===== config.mk =====
export PLATFORM = sky130hd
export DESIGN_NAME = can_bit_sync
export DESIGN_NICKNAME = d
export VERILOG_FILES = /design/src/rtl/can_bt_pkg.sv /design/src/rtl/bt_cfg_check.sv /design/src/rtl/bt_edge_det.sv /design/src/rtl/bt_phase_err.sv /design/src/rtl/bt_seg_ctrl.sv /design/src/rtl/can_bit_sync.sv
export SDC_FILE = /design/constraint.sdc
export NUM_CORES = 1
export LEC_CHECK = 0
export BUFFER_PORTS_ARGS = -buffer_cell sky130_fd_sc_hd__buf_4
export CORE_MARGIN = 3
export CORE_UTILIZATION = 50
export DETAILED_ROUTE_END_ITERATION = 16
export HOLD_SLACK_MARGIN = 0.02
export PLACE_DENSITY = 0.7
export SETUP_SLACK_MARGIN = 0.3
export SKIP_CTS_REPAIR_TIMING = 1
export SLEW_MARGIN = 20
export SYNTH_ARGS = -nofsm -noshare
export SYNTH_HDL_FRONTEND = slang
export SYNTH_SLANG_ARGS = --single-unit

===== constraint.sdc =====
create_clock -name clk -period 6.7 [get_ports clk]
set_clock_uncertainty 0.2 [all_clocks]
set_input_delay 0.67 -clock clk [delete_from_list [all_inputs] [get_ports clk]]
set_output_delay 0.67 -clock clk [all_outputs]
set_load 0.03 [all_outputs]

===== src/rtl/can_bt_pkg.sv =====
`timescale 1ns/1ps
package can_bt_pkg;
    parameter int LEN_W   = 4;
    parameter int SJW_W   = 3;
    parameter int CNT_W   = LEN_W + 2;

    parameter int PROP_MIN = 1;
    parameter int PROP_MAX = 8;
    parameter int PH_MIN   = 2;
    parameter int PH_MAX   = 8;
    parameter int SJW_MIN  = 1;
    parameter int SJW_MAX  = 4;
    parameter int BIT_MIN  = 8;
    parameter int BIT_MAX  = 25;

    typedef enum logic [1:0] {
        SEG_SYNC = 2'd0,
        SEG_PROP = 2'd1,
        SEG_PH1  = 2'd2,
        SEG_PH2  = 2'd3
    } seg_e;

    typedef struct packed {
        seg_e             seg;
        logic [CNT_W-1:0] cnt;
        logic [CNT_W-1:0] ext;
        logic [CNT_W-1:0] cut;
        logic             adj_done;
        logic             bit_val;
        logic             smp;
        logic             start;
    } tm_state_t;
endpackage


===== src/rtl/bt_cfg_check.sv =====
`timescale 1ns/1ps
module bt_cfg_check
    import can_bt_pkg::*;
(
    input  logic             clk,
    input  logic             rst_n,
    input  logic [LEN_W-1:0] prop_len,
    input  logic [LEN_W-1:0] ph1_len,
    input  logic [LEN_W-1:0] ph2_len,
    input  logic [SJW_W-1:0] sjw_len,
    output logic             cfg_err
);
    localparam int SUM_W = LEN_W + 3;

    logic             err_d, err_q;
    logic [SUM_W-1:0] total;
    logic             bad_range, bad_order, bad_total;

    always_comb begin
        total = SUM_W'(1) + SUM_W'(prop_len) + SUM_W'(ph1_len) + SUM_W'(ph2_len);

        bad_range = (int'(prop_len) < PROP_MIN) || (int'(prop_len) > PROP_MAX) ||
                    (int'(ph1_len)  < PH_MIN)   || (int'(ph1_len)  > PH_MAX)   ||
                    (int'(ph2_len)  < PH_MIN)   || (int'(ph2_len)  > PH_MAX)   ||
                    (int'(sjw_len)  < SJW_MIN)  || (int'(sjw_len)  > SJW_MAX);

        bad_order = (ph1_len < ph2_len) ||
                    (ph1_len < LEN_W'(sjw_len)) ||
                    ((sjw_len >= SJW_W'(2)) && (ph2_len < LEN_W'(sjw_len))) ||
                    ((sjw_len == SJW_W'(1)) && (ph2_len < LEN_W'(2)));

        bad_total = (int'(total) < BIT_MIN) || (int'(total) > BIT_MAX);

        err_d = bad_range || bad_order || bad_total;
    end

    always_ff @(posedge clk or negedge rst_n) begin
        if (!rst_n) err_q <= 1'b0;
        else        err_q <= err_d;
    end

    assign cfg_err = err_q;
endmodule


===== src/rtl/bt_edge_det.sv =====
`timescale 1ns/1ps
module bt_edge_det (
    input  logic clk,
    input  logic rst_n,
    input  logic tq_tick,
    input  logic rx_bit,
    input  logic hard_sync_en,
    input  logic prev_bit,
    input  logic adj_done,
    output logic resync_edge,
    output logic hard_edge
);
    logic rx_last_d, rx_last_q;
    logic fall;

    always_comb begin
        rx_last_d   = tq_tick ? rx_bit : rx_last_q;
        fall        = tq_tick && rx_last_q && !rx_bit;
        hard_edge   = fall && hard_sync_en;
        resync_edge = fall && !hard_sync_en && prev_bit && !adj_done;
    end

    always_ff @(posedge clk or negedge rst_n) begin
        if (!rst_n) rx_last_q <= 1'b1;
        else        rx_last_q <= rx_last_d;
    end
endmodule


===== src/rtl/bt_phase_err.sv =====
`timescale 1ns/1ps
module bt_phase_err
    import can_bt_pkg::*;
(
    input  seg_e             seg,
    input  logic [CNT_W-1:0] cnt,
    input  logic [LEN_W-1:0] prop_len,
    input  logic [LEN_W-1:0] ph2_len,
    input  logic [SJW_W-1:0] sjw_len,
    output logic             late_hit,
    output logic             early_hit,
    output logic [CNT_W-1:0] late_amt,
    output logic [CNT_W-1:0] early_amt
);
    logic [CNT_W-1:0] late_raw, early_raw, sjw_w;

    always_comb begin
        sjw_w     = CNT_W'(sjw_len);
        late_raw  = '0;
        early_raw = '0;
        late_hit  = 1'b0;
        early_hit = 1'b0;
        case (seg)
            SEG_PROP: begin
                late_hit = 1'b1;
                late_raw = cnt + CNT_W'(1);
            end
            SEG_PH1: begin
                late_hit = 1'b1;
                late_raw = CNT_W'(prop_len) + cnt + CNT_W'(1);
            end
            SEG_PH2: begin
                early_hit = 1'b1;
                early_raw = CNT_W'(ph2_len) - cnt;
            end
            default: ;
        endcase
        late_amt  = (late_raw  > sjw_w) ? sjw_w : late_raw;
        early_amt = (early_raw > sjw_w) ? sjw_w : early_raw;
    end
endmodule


===== src/rtl/bt_seg_ctrl.sv =====
`timescale 1ns/1ps
module bt_seg_ctrl
    import can_bt_pkg::*;
(
    input  logic             clk,
    input  logic             rst_n,
    input  logic             tq_tick,
    input  logic             rx_bit,
    input  logic             cfg_err,
    input  logic             resync_edge,
    input  logic             hard_edge,
    input  logic             late_hit,
    input  logic             early_hit,
    input  logic [CNT_W-1:0] late_amt,
    input  logic [CNT_W-1:0] early_amt,
    input  logic [LEN_W-1:0] prop_len,
    input  logic [LEN_W-1:0] ph1_len,
    input  logic [LEN_W-1:0] ph2_len,
    output tm_state_t        st
);
    tm_state_t st_d, st_q;
    logic [CNT_W-1:0] ext_v, cut_v, nxt;
    logic             adj_v;

    always_comb begin
        st_d       = st_q;
        st_d.smp   = 1'b0;
        st_d.start = 1'b0;
        ext_v      = st_q.ext;
        cut_v      = st_q.cut;
        adj_v      = st_q.adj_done;
        nxt        = st_q.cnt + CNT_W'(1);

        if (cfg_err) begin
            st_d.seg      = SEG_SYNC;
            st_d.cnt      = '0;
            st_d.ext      = '0;
            st_d.cut      = '0;
            st_d.adj_done = 1'b0;
        end else if (tq_tick) begin
            if (hard_edge) begin
                st_d.seg      = SEG_SYNC;
                st_d.cnt      = '0;
                st_d.ext      = '0;
                st_d.cut      = '0;
                st_d.adj_done = 1'b0;
                st_d.start    = 1'b1;
            end else begin
                if (resync_edge && late_hit) begin
                    ext_v = late_amt;
                    adj_v = 1'b1;
                end
                if (resync_edge && early_hit) begin
                    cut_v = early_amt;
                    adj_v = 1'b1;
                end
                st_d.ext      = ext_v;
                st_d.cut      = cut_v;
                st_d.adj_done = adj_v;
                case (st_q.seg)
                    SEG_SYNC: begin
                        st_d.seg = SEG_PROP;
                        st_d.cnt = '0;
                    end
                    SEG_PROP: begin
                        if (nxt >= CNT_W'(prop_len)) begin
                            st_d.seg = SEG_PH1;
                            st_d.cnt = '0;
                        end else begin
                            st_d.cnt = nxt;
                        end
                    end
                    SEG_PH1: begin
                        if (nxt >= CNT_W'(ph1_len) + ext_v) begin
                            st_d.seg     = SEG_PH2;
                            st_d.cnt     = '0;
                            st_d.smp     = 1'b1;
                            st_d.bit_val = rx_bit;
                        end else begin
                            st_d.cnt = nxt;
                        end
                    end
                    SEG_PH2: begin
                        if (nxt + cut_v >= CNT_W'(ph2_len)) begin
                            st_d.seg      = SEG_SYNC;
                            st_d.cnt      = '0;
                            st_d.ext      = '0;
                            st_d.cut      = '0;
                            st_d.adj_done = 1'b0;
                            st_d.start    = 1'b1;
                        end else begin
                            st_d.cnt = nxt;
                        end
                    end
                    default: begin
                        st_d.seg = SEG_SYNC;
                        st_d.cnt = '0;
                    end
                endcase
            end
        end
    end

    always_ff @(posedge clk or negedge rst_n) begin
        if (!rst_n) begin
            st_q          <= '0;
            st_q.seg      <= SEG_SYNC;
            st_q.bit_val  <= 1'b1;
        end else begin
            st_q <= st_d;
        end
    end

    assign st = st_q;
endmodule


===== src/rtl/can_bit_sync.sv =====
`timescale 1ns/1ps
module can_bit_sync
    import can_bt_pkg::*;
(
    input  logic             clk,
    input  logic             rst_n,
    input  logic             tq_tick,
    input  logic             rx_bit,
    input  logic             hard_sync_en,
    input  logic [LEN_W-1:0] prop_len,
    input  logic [LEN_W-1:0] ph1_len,
    input  logic [LEN_W-1:0] ph2_len,
    input  logic [SJW_W-1:0] sjw_len,
    output logic             bit_val,
    output logic             sample_stb,
    output logic             bit_start_stb,
    output logic             cfg_err
);
    tm_state_t        st;
    logic             resync_edge, hard_edge;
    logic             late_hit, early_hit;
    logic [CNT_W-1:0] late_amt, early_amt;
    logic             err;

    bt_cfg_check u_cfg (
        .clk      (clk),
        .rst_n    (rst_n),
        .prop_len (prop_len),
        .ph1_len  (ph1_len),
        .ph2_len  (ph2_len),
        .sjw_len  (sjw_len),
        .cfg_err  (err)
    );

    bt_edge_det u_edge (
        .clk          (clk),
        .rst_n        (rst_n),
        .tq_tick      (tq_tick),
        .rx_bit       (rx_bit),
        .hard_sync_en (hard_sync_en),
        .prev_bit     (st.bit_val),
        .adj_done     (st.adj_done),
        .resync_edge  (resync_edge),
        .hard_edge    (hard_edge)
    );

    bt_phase_err u_perr (
        .seg       (st.seg),
        .cnt       (st.cnt),
        .prop_len  (prop_len),
        .ph2_len   (ph2_len),
        .sjw_len   (sjw_len),
        .late_hit  (late_hit),
        .early_hit (early_hit),
        .late_amt  (late_amt),
        .early_amt (early_amt)
    );

    bt_seg_ctrl u_seg (
        .clk         (clk),
        .rst_n       (rst_n),
        .tq_tick     (tq_tick),
        .rx_bit      (rx_bit),
        .cfg_err     (err),
        .resync_edge (resync_edge),
        .hard_edge   (hard_edge),
        .late_hit    (late_hit),
        .early_hit   (early_hit),
        .late_amt    (late_amt),
        .early_amt   (early_amt),
        .prop_len    (prop_len),
        .ph1_len     (ph1_len),
        .ph2_len     (ph2_len),
        .st          (st)
    );

    assign bit_val       = st.bit_val;
    assign sample_stb    = st.smp;
    assign bit_start_stb = st.start;
    assign cfg_err       = err;
endmodule


======== Word-level counts from Yosys, hierarchy flattened ========
Index checks and enable logic that the tools add are counted.
operators by class
  bitwise logic cells ..................... 2
  divide/modulo/power cells ............... 0
  reduce and logical (&&, ||, !) cells .... 31
  shift-type cells ........................ 0
  add/subtract/negate cells ............... 9
  multipliers ............................. 0
  muxes and demuxes ....................... 35
  magnitude comparators ................... 20
  equality and inequality tests ........... 7
operators by type and width
  operator                                                       count
  2-to-1 mux 6 bit                                               14
  2-to-1 mux 21 bit                                              2
  one-hot mux 8 bit (4 select lines)                             1
  2-to-1 mux 13 bit                                              2
  2-to-1 mux 24 bit                                              1
  adder 7 x 4 -> 7 bit                                           2
  2-to-1 mux 2 bit                                               7
  logical OR 1 bit                                               13
  adder 4 x 6 -> 6 bit                                           2
  adder 6 x 1 -> 6 bit, second input constant                    2
  greater-or-equal comparator 6 x 4 -> 1 bit                     2
  greater-than comparator 4 bit, second input constant           3
  greater-than comparator 6 x 3 -> 1 bit                         2
  less-than comparator 4 x 2 -> 1 bit, second input constant     3
  inequality test 4 x 3 -> 1 bit, second input constant          3
  one-hot mux 6 bit (2 select lines)                             1
  logical AND 1 bit                                              10
  less-than comparator 4 x 3 -> 1 bit                            2
  greater-than comparator 7 x 5 -> 1 bit, second input constant  1
  less-than comparator 7 x 4 -> 1 bit, second input constant     1
  2-to-1 mux 1 bit                                               7
  adder 6 bit                                                    1
  greater-or-equal comparator 6 bit                              1
  subtractor 4 x 6 -> 6 bit                                      1
  other kinds (16)                                               20
storage, ports and cells
  output and inout port bits .............. 4
  latch bits .............................. 0
  input port bits ......................... 20
  flip-flop bits (word level) ............. 26
  RAM bits ................................ 0
  memory bits (read-only) ................. 0
  logic and storage cells ................. 114
  memories ................................ 0

======== Longest topological paths before layout ========
Gate-level depths: netlist of the first run.
  depth in word-level cells ............... 17
  gate-level depth with buffers ........... 26
  depth with buffers taken out ............ 26

======== By module ========
Synthesis of the first run repeated with hierarchy kept, for this count alone.
unflattened totals
  cells, all modules ...................... 400
  area total of the unflattened synthesis .. 3480.8 µm²
by module, submodules not included
  module        cells an instance  area each (µm²)  instances  sequential area each (µm²)
  bt_seg_ctrl   203                1966.9           1          601.8
  bt_phase_err  121                878.3            1          0.0
  bt_cfg_check  70                 555.5            1          25.0
  bt_edge_det   6                  80.1             1          26.3

======== Least setup slack after synthesis of the first run ========
No wires, ideal clock.
  path type ............................... input to register
  start point ............................. input port prop_len[0]
  end point ............................... register u_seg.st[22] (netlist name)
  data required time ...................... 6.384 ns
  arrival time ............................ 5.425 ns
  path slack .............................. 0.960 ns
  buffers on the path ..................... 0
  setup time .............................. 0.116 ns
  stages on the path ...................... 26
  cell sequence ........................... inv_1 -> ha_1 -> fa_1 -> a2bb2oi_1 -> nor2b_1 -> ha_1 -> nor2b_1 -> o21ai_0 -> nand2b_1 -> a21oi_1 -> o21ai_0 -> mux2i_1 -> mux2_2 -> ha_1 -> a21o_1 -> a21oi_1 -> nor2b_1 -> o21ai_0 -> xnor2_1 -> nand2_1 -> ha_1 -> nand3_1 -> o211ai_1 -> o311ai_4 -> or4_1 -> o311ai_0
between the ends
  word-level cells in the longest chain between the ends .. 13
  elaborated cells on any way between the ends .. 15
  those cells by class .................... add/sub (3); order compare (3); eq/ne (2); mux (6); reduce/logical (1)
RTL lines
  what                                      line                RTL
  start: declaration                        can_bit_sync.sv:10  input logic [LEN_W-1:0] prop_len,
  adder 4 x 6 -> 6 bit                      bt_phase_err.sv:30  late_raw = CNT_W'(prop_len) + cnt + CNT_W'(1);
  adder 6 x 1 -> 6 bit                      bt_phase_err.sv:30
  one-hot mux 6 bit (2 select lines)        bt_phase_err.sv:23  case (seg)
  greater-than comparator 6 x 3 -> 1 bit    bt_phase_err.sv:38  late_amt = (late_raw > sjw_w) ? sjw_w : late_raw;
  2-to-1 mux 6 bit                          bt_phase_err.sv:38
  2-to-1 mux 6 bit                          bt_seg_ctrl.sv:49   if (resync_edge && late_hit) begin
  2-to-1 mux 6 bit                          bt_seg_ctrl.sv:41   if (hard_edge) begin
  2-to-1 mux 6 bit                          bt_seg_ctrl.sv:40   end else if (tq_tick) begin
  2-to-1 mux 6 bit                          bt_seg_ctrl.sv:34   if (cfg_err) begin
  adder 4 x 6 -> 6 bit                      bt_seg_ctrl.sv:74   if (nxt >= CNT_W'(ph1_len) + ext_v) begin
  greater-or-equal comparator 6 bit         bt_seg_ctrl.sv:74
  inequality test 4 x 3 -> 1 bit (no line)  n/a
  AND reduction 4 bit (no line) *           n/a
Every way passes the cells marked *; elsewhere a longest branch is shown, timed or not. The select of a mux whose other input is x is not followed.
A chain may end at the register's enable or synchronous reset.

======== Worst setup path in the final report of the first run ========
  start point ............................. input port prop_len[0]
  end point ............................... register u_seg.st[22] (netlist name)
between the ends
  word-level cells in the longest chain between the ends .. 13
  elaborated cells on any way between the ends .. 15
  those cells by class .................... add/sub (3); order compare (3); eq/ne (2); mux (6); reduce/logical (1)
RTL lines
  what                                      line
  adder 4 x 6 -> 6 bit                      bt_phase_err.sv:30
  adder 6 x 1 -> 6 bit                      bt_phase_err.sv:30
  one-hot mux 6 bit (2 select lines)        bt_phase_err.sv:23
  greater-than comparator 6 x 3 -> 1 bit    bt_phase_err.sv:38
  2-to-1 mux 6 bit                          bt_phase_err.sv:38
  2-to-1 mux 6 bit                          bt_seg_ctrl.sv:49
  2-to-1 mux 6 bit                          bt_seg_ctrl.sv:41
  2-to-1 mux 6 bit                          bt_seg_ctrl.sv:40
  2-to-1 mux 6 bit                          bt_seg_ctrl.sv:34
  adder 4 x 6 -> 6 bit                      bt_seg_ctrl.sv:74
  greater-or-equal comparator 6 bit         bt_seg_ctrl.sv:74
  inequality test 4 x 3 -> 1 bit (no line)  n/a
  AND reduction 4 bit (no line) *           n/a
Marks and branches as above.

==> results of run 1 <==
[critical path: stages]
cell       delay, ns
buf_4           0.12
inv_1           0.06
ha_1            0.22
fa_1            0.49
a2bb2oi_1       0.23
nor2b_1         0.08
ha_1            0.28
nor2b_1         0.13
o21ai_0         0.15
nand2b_1        0.08
a21oi_1         0.11
o21ai_1         0.15
mux2i_1         0.17
mux2_2          0.31
ha_1            0.27
a21o_1          0.17
a21oi_1         0.21
nor2b_1         0.07
o21ai_1         0.14
xnor2_1         0.13
nand2_1         0.07
ha_1            0.31
nand3_1         0.10
o211ai_1        0.30
o311ai_4        0.20
or4_1           0.51
o311ai_0        0.13
[sequential cells by signal (all words and copies together) (netlist names)]
signal / cells
u_seg.st: 24
u_cfg.cfg_err: 1
u_edge.rx_last_q: 1
[layout make-up]
type / count / area [um^2]
Fill cell: 552 / 2540
Multi-Input combinational cell: 293 / 2380
Sequential cell: 26 / 653
Timing Repair Buffer: 24 / 180
Inverter: 46 / 173
Tap cell: 75 / 93.8
Clock buffer: 3 / 41.3
Clock inverter: 1 / 30.0
[stage by stage]
step / area, um^2 / power (W) / util, %
floorplan: 3220 / 0.000226 / -
global placement: 3480 / 0.000258 / 57.1
detailed placement: 3480 / 0.000260 / 57.1
CTS: 3550 / 0.000391 / 58.3
global route: 3550 / 0.000411 / 58.3
finish: 3550 / 0.000388 / 58.3
[per-layer routing]
| layer | share of wire (%) | global-route usage (%) | vias up |
|---|---|---|---|
| li1 | - | - | 1364 |
| met4 | 1.5 | 4.82 | 0 |
| met3 | 3.8 | 2.95 | 7 |
| met2 | 46 | 36.0 | 53 |
| met5 | 0 | 0 | - |
| met1 | 48 | 29.4 | 1258 |
[how the worst max path moves through the flow]
stage / end / slack, ns
floorplan: u_seg.st[22] / 0.96
global placement: u_seg.st[22] / 0.55
detailed placement: u_seg.st[22] / 0.41
CTS: u_seg.st[22] / 0.68
global route: u_seg.st[22] / 0.36
finish: u_seg.st[22] / 0.78
[power groups by stage]
stage / registers (W) / logic [W] / clock network (W)
4_1_cts: 0.000158 / 0.0000995 / 0.000133
5_1_grt: 0.000158 / 0.000114 / 0.000139
2_1_floorplan: 0.000161 / 0.0000642 / 0
3_5_place_dp: 0.000161 / 0.0000988 / 0
6_report: 0.000158 / 0.0000993 / 0.000130
3_3_place_gp: 0.000161 / 0.0000964 / 0
[layout by cell type (no fill, tap or decap), drive strengths merged, types with 6 or more instances in the layout]
cell,n
ha,55
inv,46
nand2,29
buf,24
dfrtp,24
a21oi,20
o21ai,20
nor2,14
xnor2,13
and2,12
a21o,12
nor2b,10
fa,9
nand2b,8
nand3,8
mux2i,7
xor2,6
and3,6
[cells by family after synthesis]
kind of cell	share of synthesized area, %
xor+xnor	5.90
fa+ha+maj	27.0
compound gates	19.5
mux	3.92
flops	20.3
buf+inv	5.83
simple gates	17.7
==> impl_metrics.csv, run 1 <==
group,metric,value,unit
clocking,worstSkewPairLatency,0.27,ns
grt,antenna_found_initial,0,
final_layout,diodes,0,
sta,finalHoldViolCount,0,
routing,drtIter0Drc,93,
place,io_buffers,23,
critical_path,criticalPathCategory,"primary input to flop",
grt,grtUsageTotal,21.4,%
die,io_pins,24,
sta,slew_viol_final,0,
power,intPower,0.000281,W
critical_path,rr_endpoint,"u_seg.st[22]",
sta,finalSetupViolations,0,
critical_path,crit_path_start,"prop_len[0]",
synthesis,synthArstFlopShare,100,%
routing,wl_per_cell,16.2,um
final_layout,layout.nets,478,
place,placedCellCount,464,
clocking,cts_tree,"done",
synthesis,synth_cell_types,55,
sta,rsz0062_at_grt,"no",
synthesis,synth_area_leaders,"ha_1 21%, dfrtp_1 19%, fa_1 5.6%",
routing,vias,2682,
grt,grt_overflow,0,
final_layout,area_growth,10.3,%
sta,fmax,0.169,GHz
die,die_w,86.3,um
sta,period_minus_slack,5.92,ns
grt,grt_pass1_wl,12.6,mm
critical_path,cp-start-kind,"primary input",
synthesis,yosys_warnings,0,
clocking,cts.sinks,26,
power,power_switching,0.000107,W
sta,post-route-period-util,88.4,%
synthesis,synth_commonest_cells,"55 x ha_1, 46 x inv_1, 29 x nand2_1",
critical_path,worst-r2r-setup-slack,0.92,ns
routing,drc,0,
place,dp_hpwl,6.31,mm
synthesis,synth_top_area_share,21.4,%
critical_path,r2r_cells,26,
clocking,clk_pin_slew,0.09,ns
power,p_leak,1.76,nW
power,ir_worst_vdd,0.000119,V
grt,first_global_vias,2632,
grt,grt_max_degree,27,
die,start_util,52.9,%
power,combPwrFrac,25.6,%
synthesis,synth_edf_count,0,
die,coreArea,6100,um^2
final_layout,stdcell_count,468,
sta,holdWs,0.0902,ns
die,rows,28,
critical_path,required,6.65,ns
sta,setup_tns,0,ns
critical_path,crit_path_end_kind,"flop",
die,die-area,7440,um^2
synthesis,synth_most_common_cell,"ha_1",
job,maxCapViolations,0,
sta,slew-limit-headroom,51.2,%
critical_path,reg2reg_from,"u_seg.st[16]",
final_layout,drive_gt1_share,10.9,%
clocking,cts_max_path_buffers,2,
routing,dr.pass1.iters,5,
routing,drt_wl_total,7.60,mm
synthesis,synthFlopType,"dfrtp_1",
synthesis,syn_area,3220,um^2
power,power_frac_clock,33.6,%
min_path,hold_path_class,"primary input to asynchronous set/reset pin",
critical_path,critPathArrivalTime,5.87,ns
synthesis,syn_inst,369,
critical_path,crit_fanout,8,
clocking,numCtsBuffers,3,
synthesis,ys_ff_latch,26,
sta,setup_ws,0.776,ns
routing,via_per_inst,5.73,
power,p_sw_share,27.5,%
synthesis,syn-num-nets,453,
power,power_density,109,nW/um^2
place,gp_congestion,0.927,
synthesis,synth.yosys.seq_area_share,20.3,%
clocking,htree_levels,1,
clocking,cts_root_buffer,"clkbuf_8",
power,seqPwrFrac,40.8,%
place,preCtsSetupSlack,0.411,ns
routing,postRouteAntennaNets,0,
die,die_h,86.3,um
synthesis,yosys.area.top_type,"ha_1",
synthesis,avgSynthCellArea,8.73,um^2
sta,worstMarginPinSlew,0.729,ns
status,status,"finished clean",
No activity file was read; power rests on OpenSTA's default activity.
==> run 2: changes to the inputs <==
--- a/config.mk
+++ b/config.mk
@@ -5,12 +5,13 @@
 export SDC_FILE = /design/constraint.sdc
 export NUM_CORES = 1
 export LEC_CHECK = 0
-export BUFFER_PORTS_ARGS = -buffer_cell sky130_fd_sc_hd__buf_4
+export ABC_CLOCK_PERIOD_IN_PS = 6700
 export CORE_MARGIN = 3
 export CORE_UTILIZATION = 50
 export DETAILED_ROUTE_END_ITERATION = 16
+export DONT_BUFFER_PORTS = 1
 export HOLD_SLACK_MARGIN = 0.02
-export PLACE_DENSITY = 0.7
+export PLACE_DENSITY = 0.67
 export SETUP_SLACK_MARGIN = 0.3
 export SKIP_CTS_REPAIR_TIMING = 1
 export SLEW_MARGIN = 20
==> run 2 against run 1 <==
Net effect:
- sequential share of layout area grew 0.77 points
- global-route usage shrank 0.22 points
- sequential power is essentially flat
- clock-buffer cell count is the same
- total power shrank 4.0%
- critical path depth shrank 1
- maximum frequency grew 2.8%
- critical endpoint is now u_seg.st[23]
- largest cell class unchanged
==> impl_metrics.csv, run 2 (synthesis results as in run 1) <==
group,metric,value,unit
final_layout,area_growth,5.83,%
critical_path,reg2reg_from,"u_seg.st[16]",
sta,fmax,0.174,GHz
sta,post-route-period-util,86.0,%
critical_path,r2r_cells,26,
routing,via_per_inst,5.71,
critical_path,critPathArrivalTime,5.72,ns
final_layout,final_common_cell,"ha_1",
routing,drtIter0Drc,129,
critical_path,required,6.66,ns
min_path,hold_start,"u_seg.st[7]",
final_layout,largest_reg_flops,24,
final_layout,drive_gt1_share,5.65,%
grt,antenna_found_initial,0,
clocking,htree_levels,1,
routing,drc,0,
final_layout,fill_cells,572,
critical_path,crit_path_start,"u_seg.st[16]",
critical_path,crit_path_end_kind,"flop",
critical_path,worst-r2r-setup-slack,0.94,ns
grt,first_global_vias,2551,
die,die_h,86.3,um
clocking,numCtsBuffers,3,
clocking,cts_root_buffer,"clkbuf_8",
sta,slew_viol_final,0,
place,gp_congestion,0.888,
routing,dr.pass1.iters,6,
critical_path,cp-start-kind,"flop",
final_layout,layout.nets,457,
die,die_w,86.3,um
die,io_pins,24,
grt,grt_overflow,0,
critical_path,rr_endpoint,"u_seg.st[23]",
power,ir_worst_vdd,0.000122,V
die,die-area,7440,um^2
power,p_leak,1.66,nW
clocking,worstSkewPairLatency,0.27,ns
min_path,hold_path_class,"flop to flop",
place,dp_hpwl,6.25,mm
job,maxCapViolations,0,
sta,finalHoldViolCount,0,
routing,wl_per_cell,16.6,um
routing,postRouteAntennaNets,0,
grt,grt_pass1_wl,12.5,mm
clocking,cts_tree,"done",
final_layout,design_area,3410,um^2
final_layout,layout.cells.most_common_list,"55 x ha_1, 46 x inv_1, 29 x nand2_1",
grt,grt_max_degree,27,
die,coreArea,6100,um^2
sta,worstMarginPinSlew,0.760,ns
sta,holdWs,0.283,ns
power,power_density,109,nW/um^2
clocking,clk_pin_slew,0.09,ns
critical_path,crit_fanout,8,
die,rows,28,
final_layout,diodes,0,
sta,finalSetupViolations,0,
routing,drt_wl_total,7.42,mm
sta,setup_tns,0,ns
critical_path,setup.worst_path.end,"u_seg.st[23]",
routing,vias,2552,
die,start_util,52.9,%
place,io_buffers,0,
clocking,cts.sinks,26,
sta,slew-limit-headroom,49.1,%
status,status,"finished clean",
clocking,cts_max_path_buffers,2,
sta,period_minus_slack,5.76,ns
critical_path,criticalPathCategory,"flop to flop",
sta,rsz0062_at_grt,"no",
grt,grtUsageTotal,21.2,%
place,placed_area,3310,um^2
## run 2: cell types whose count changed in the layout (fill, tap and decap cells not counted)
cell / before / now
o21ai_1: 2 / 1
buf_12: 0 / 1
buf_4: 24 / 1
o21ai_0: 17 / 18
dlygate4sd3_1: 0 / 1
## run 2: layer usage
metal,routed length (um),vias to the layer above,GRT usage [%]
li1,-,1318,-
met1,3510,1178,29.7
met2,3460,44,35.2
met3,312,12,2.76
met4,136,0,4.39
met5,0,-,0
## run 2: where the power goes
part           total (W)  leakage, nW  switching (W)  internal, W
sequential      0.000158        0.351    0.000000435     0.000158
clock           0.000130       0.0357      0.0000503    0.0000799
combinational  0.0000840         1.27      0.0000465    0.0000375
## run 2: worst min-delay path by stage
| stage | end | slack [ns] | cells past startpoint |
|---|---|---|---|
| 5_1_grt | u_seg.st[12] | 0.31 | 1 |
| 3_5_place_dp | u_seg.st[18] | 0.17 | 0 |
| 2_1_floorplan | u_cfg.cfg_err | 0.17 | 0 |
| 6_report | u_seg.st[7] | 0.28 | 1 |
| 4_1_cts | u_seg.st[0] | -0.13 | 0 |
| 3_3_place_gp | u_seg.st[23] | 0.17 | 0 |
## run 2: final cells by class
cell class	count	area (um^2)	share of cell area, %
inverter	46	173	5.06
timing repair buffer	3	37.5	1.10
sequential	26	653	19.2
multi-input combinational	293	2380	69.8
clock buffer	3	41.3	1.21
tap	75	93.8	2.75
clock inverter	1	30.0	0.881
## run 2: through the flow
| stage | worst slack [ns] | utilization, % | power [W] | cells |
|---|---|---|---|---|
| CTS | 0.837 | 55.4 | 0.000372 | 445 |
| floorplan | 0.960 | - | 0.000226 | 369 |
| global route | 0.368 | 55.9 | 0.000393 | 447 |
| finish | 0.937 | 55.9 | 0.000373 | 447 |
| detailed placement | 0.591 | 54.3 | 0.000240 | 441 |
| global placement | 0.683 | 54.3 | 0.000238 | 441 |
## run 2: worst max-delay path, stage by stage, from the launching register on
cell and delay [ns]:
dfrtp_1 0.37, inv_1 0.08, ha_1 0.21, fa_1 0.50, a2bb2oi_1 0.21, nor2b_1 0.07
ha_1 0.28, nor2b_1 0.13, o21ai_0 0.14, nand2b_1 0.07, a21oi_1 0.11, o21ai_1 0.15
mux2i_1 0.18, mux2_2 0.32, ha_1 0.28, a21o_1 0.17, a21oi_1 0.21, nor2b_1 0.07
o21ai_0 0.20, xnor2_1 0.14, nand2_1 0.07, ha_1 0.31, nand3_1 0.09, o211ai_1 0.28
o311ai_4 0.21, or4_1 0.49, o311ai_0 0.10
==> run 3: changes to the inputs <==
--- a/config.mk
+++ b/config.mk
@@ -11,6 +11,7 @@
 export DETAILED_ROUTE_END_ITERATION = 16
 export DONT_BUFFER_PORTS = 1
 export HOLD_SLACK_MARGIN = 0.02
+export MAX_ROUTING_LAYER = met4
 export PLACE_DENSITY = 0.67
 export SETUP_SLACK_MARGIN = 0.3
 export SKIP_CTS_REPAIR_TIMING = 1
==> run 3 against run 2 <==
Net effect:
- non-clock buffer count unchanged
- design area unchanged
- critical path type is now primary input to flop
- total power fell by 0.35%
- combinational power is essentially flat
- maximum frequency down 1.4%
- critical path depth did not move
- routed wire length up 2.4%
- first-iteration DRC count down 6.2%
- highest routed layer unchanged
- critical endpoint is now u_seg.st[22]
- flip-flop and latch count stayed put
==> impl_metrics.csv, run 3 (synthesis results as in run 1) <==
group,metric,value,unit
sta,setup_tns,0,ns
sta,finalSetupViolations,0,
routing,postRouteAntennaNets,0,
clocking,htree_levels,1,
sta,slew-limit-headroom,46.1,%
critical_path,crit_top_cell,"ha_1",
die,io_pins,24,
routing,drt_wl_total,7.60,mm
place,placed_area,3310,um^2
power,power_density,109,nW/um^2
critical_path,crit_path_end_kind,"flop",
sta,worstMarginPinSlew,0.806,ns
critical_path,required,6.66,ns
place,dp_hpwl,6.38,mm
critical_path,crit_fanout,8,
power,power.total,0.000371,W
place,preCtsSetupSlack,0.538,ns
power,seqPwrFrac,42.7,%
clocking,cts_root_buffer,"clkbuf_8",
final_layout,diodes,0,
power,p_leak,1.66,nW
grt,grtUsageTotal,21.9,%
clocking,clk_pin_slew,0.09,ns
routing,vias,2572,
sta,slew_viol_final,0,
final_layout,design_area,3410,um^2
clocking,cts_max_path_buffers,2,
place,io_buffers,0,
clocking,cts_tree,"done",
critical_path,slowest_delay,0.50,ns
job,maxCapViolations,0,
clocking,cts.sinks,26,
critical_path,critPathArrivalTime,5.80,ns
critical_path,critPathSlowestCell,"fa_1",
routing,drc,0,
grt,grt_max_degree,27,
power,power_switching,0.0000960,W
final_layout,layout.cells.most_common_list,"55 x ha_1, 46 x inv_1, 29 x nand2_1",
min_path,hold_path_class,"flop to flop",
routing,wl_per_cell,17.0,um
place,gp_congestion,0.907,
routing,dr.pass1.iters,4,
power,p_sw_share,25.9,%
power,intPower,0.000275,W
die,die_h,86.3,um
grt,first_global_vias,2586,
sta,finalHoldViolCount,0,
grt,antenna_found_initial,0,
final_layout,largest_reg_flops,24,
final_layout,layout.nets,457,
final_layout,final_common_cell,"ha_1",
die,rows,28,
routing,drtIter0Drc,121,
critical_path,criticalPathCategory,"primary input to flop",
clocking,numCtsBuffers,3,
power,combPwrFrac,22.6,%
critical_path,cp-start-kind,"primary input",
sta,period_minus_slack,5.85,ns
clocking,worstSkewPairLatency,0.27,ns
routing,via_per_inst,5.75,
power,ir_worst_vdd,0.000114,V
sta,fmax,0.171,GHz
grt,grt_pass1_wl,12.6,mm
final_layout,drive_gt1_share,5.65,%
grt,grt_overflow,0,
die,coreArea,6100,um^2
sta,setup_ws,0.854,ns
power,power_frac_clock,34.7,%
final_layout,area_growth,5.83,%
sta,rsz0062_at_grt,"no",
status,status,"finished clean",
die,die-area,7440,um^2
die,die_w,86.3,um
sta,post-route-period-util,87.3,%
die,start_util,52.9,%
==> run 3: cell counts in the layout (fill, tap and decap cells not counted) <==
Identical to the previous run, type by type.
==> run 3: worst max-delay path, delay by kind of cell <==
kind / cells / cell delay (ns)
buffers and inverters: 1 / 0.04
AOI/OAI and AO/OA: 10 / 1.87
muxes: 2 / 0.48
adders and majority gates: 5 / 1.57
and+or+nand+nor: 7 / 1.02
xor gates and xnor gates: 1 / 0.15
==> run 3: final timing paths <==
kind,startpoint,endpoint,slack (ns),cells past startpoint
worst max register to register,u_seg.st[16],u_seg.st[22],0.87,26
worst min-delay path,u_seg.st[7],u_seg.st[7],0.29,1
max in group asynchronous,rst_n,u_edge.rx_last_q,5.45,2
min in group asynchronous,rst_n,u_seg.st[1],0.63,2
worst max-delay path,prop_len[0],u_seg.st[22],0.85,26
worst min register to register,u_seg.st[7],u_seg.st[7],0.29,1
==> run 3: metal layers <==
metal	wire, um	track usage, %	vias up
li1	-	-	1317
met1	3550	29.2	1185
met2	3530	35.9	62
met3	386	2.85	8
met4	134	4.11	0
met5	0	-	-
==> run 3: layout make-up <==
cell class,count,area (um^2)
clock buffer,3,41.3
sequential,26,653
multi-input combinational,293,2380
tap,75,93.8
inverter,46,173
fill,570,2690
clock inverter,1,30.0
timing repair buffer,3,37.5
==> run 3: per-stage QoR <==
| stage | hold slack (ns) | cells | util (%) |
|---|---|---|---|
| after floorplan | 0.174 | 369 | - |
| after global placement | 0.175 | 441 | 54.3 |
| after detailed placement | 0.175 | 441 | 54.3 |
| after CTS | -0.127 | 445 | 55.4 |
| after global routing | 0.319 | 447 | 55.9 |
| final | 0.289 | 447 | 55.9 |
==> run 3: power groups by stage <==
| stage | combinational [W] | sequential [W] | clock [W] |
|---|---|---|---|
| final | 0.0000839 | 0.000158 | 0.000129 |
| after global routing | 0.0000974 | 0.000158 | 0.000136 |
| after CTS | 0.0000797 | 0.000158 | 0.000133 |
| after detailed placement | 0.0000791 | 0.000161 | 0 |
| after global placement | 0.0000769 | 0.000161 | 0 |
| after floorplan | 0.0000642 | 0.000161 | 0 |
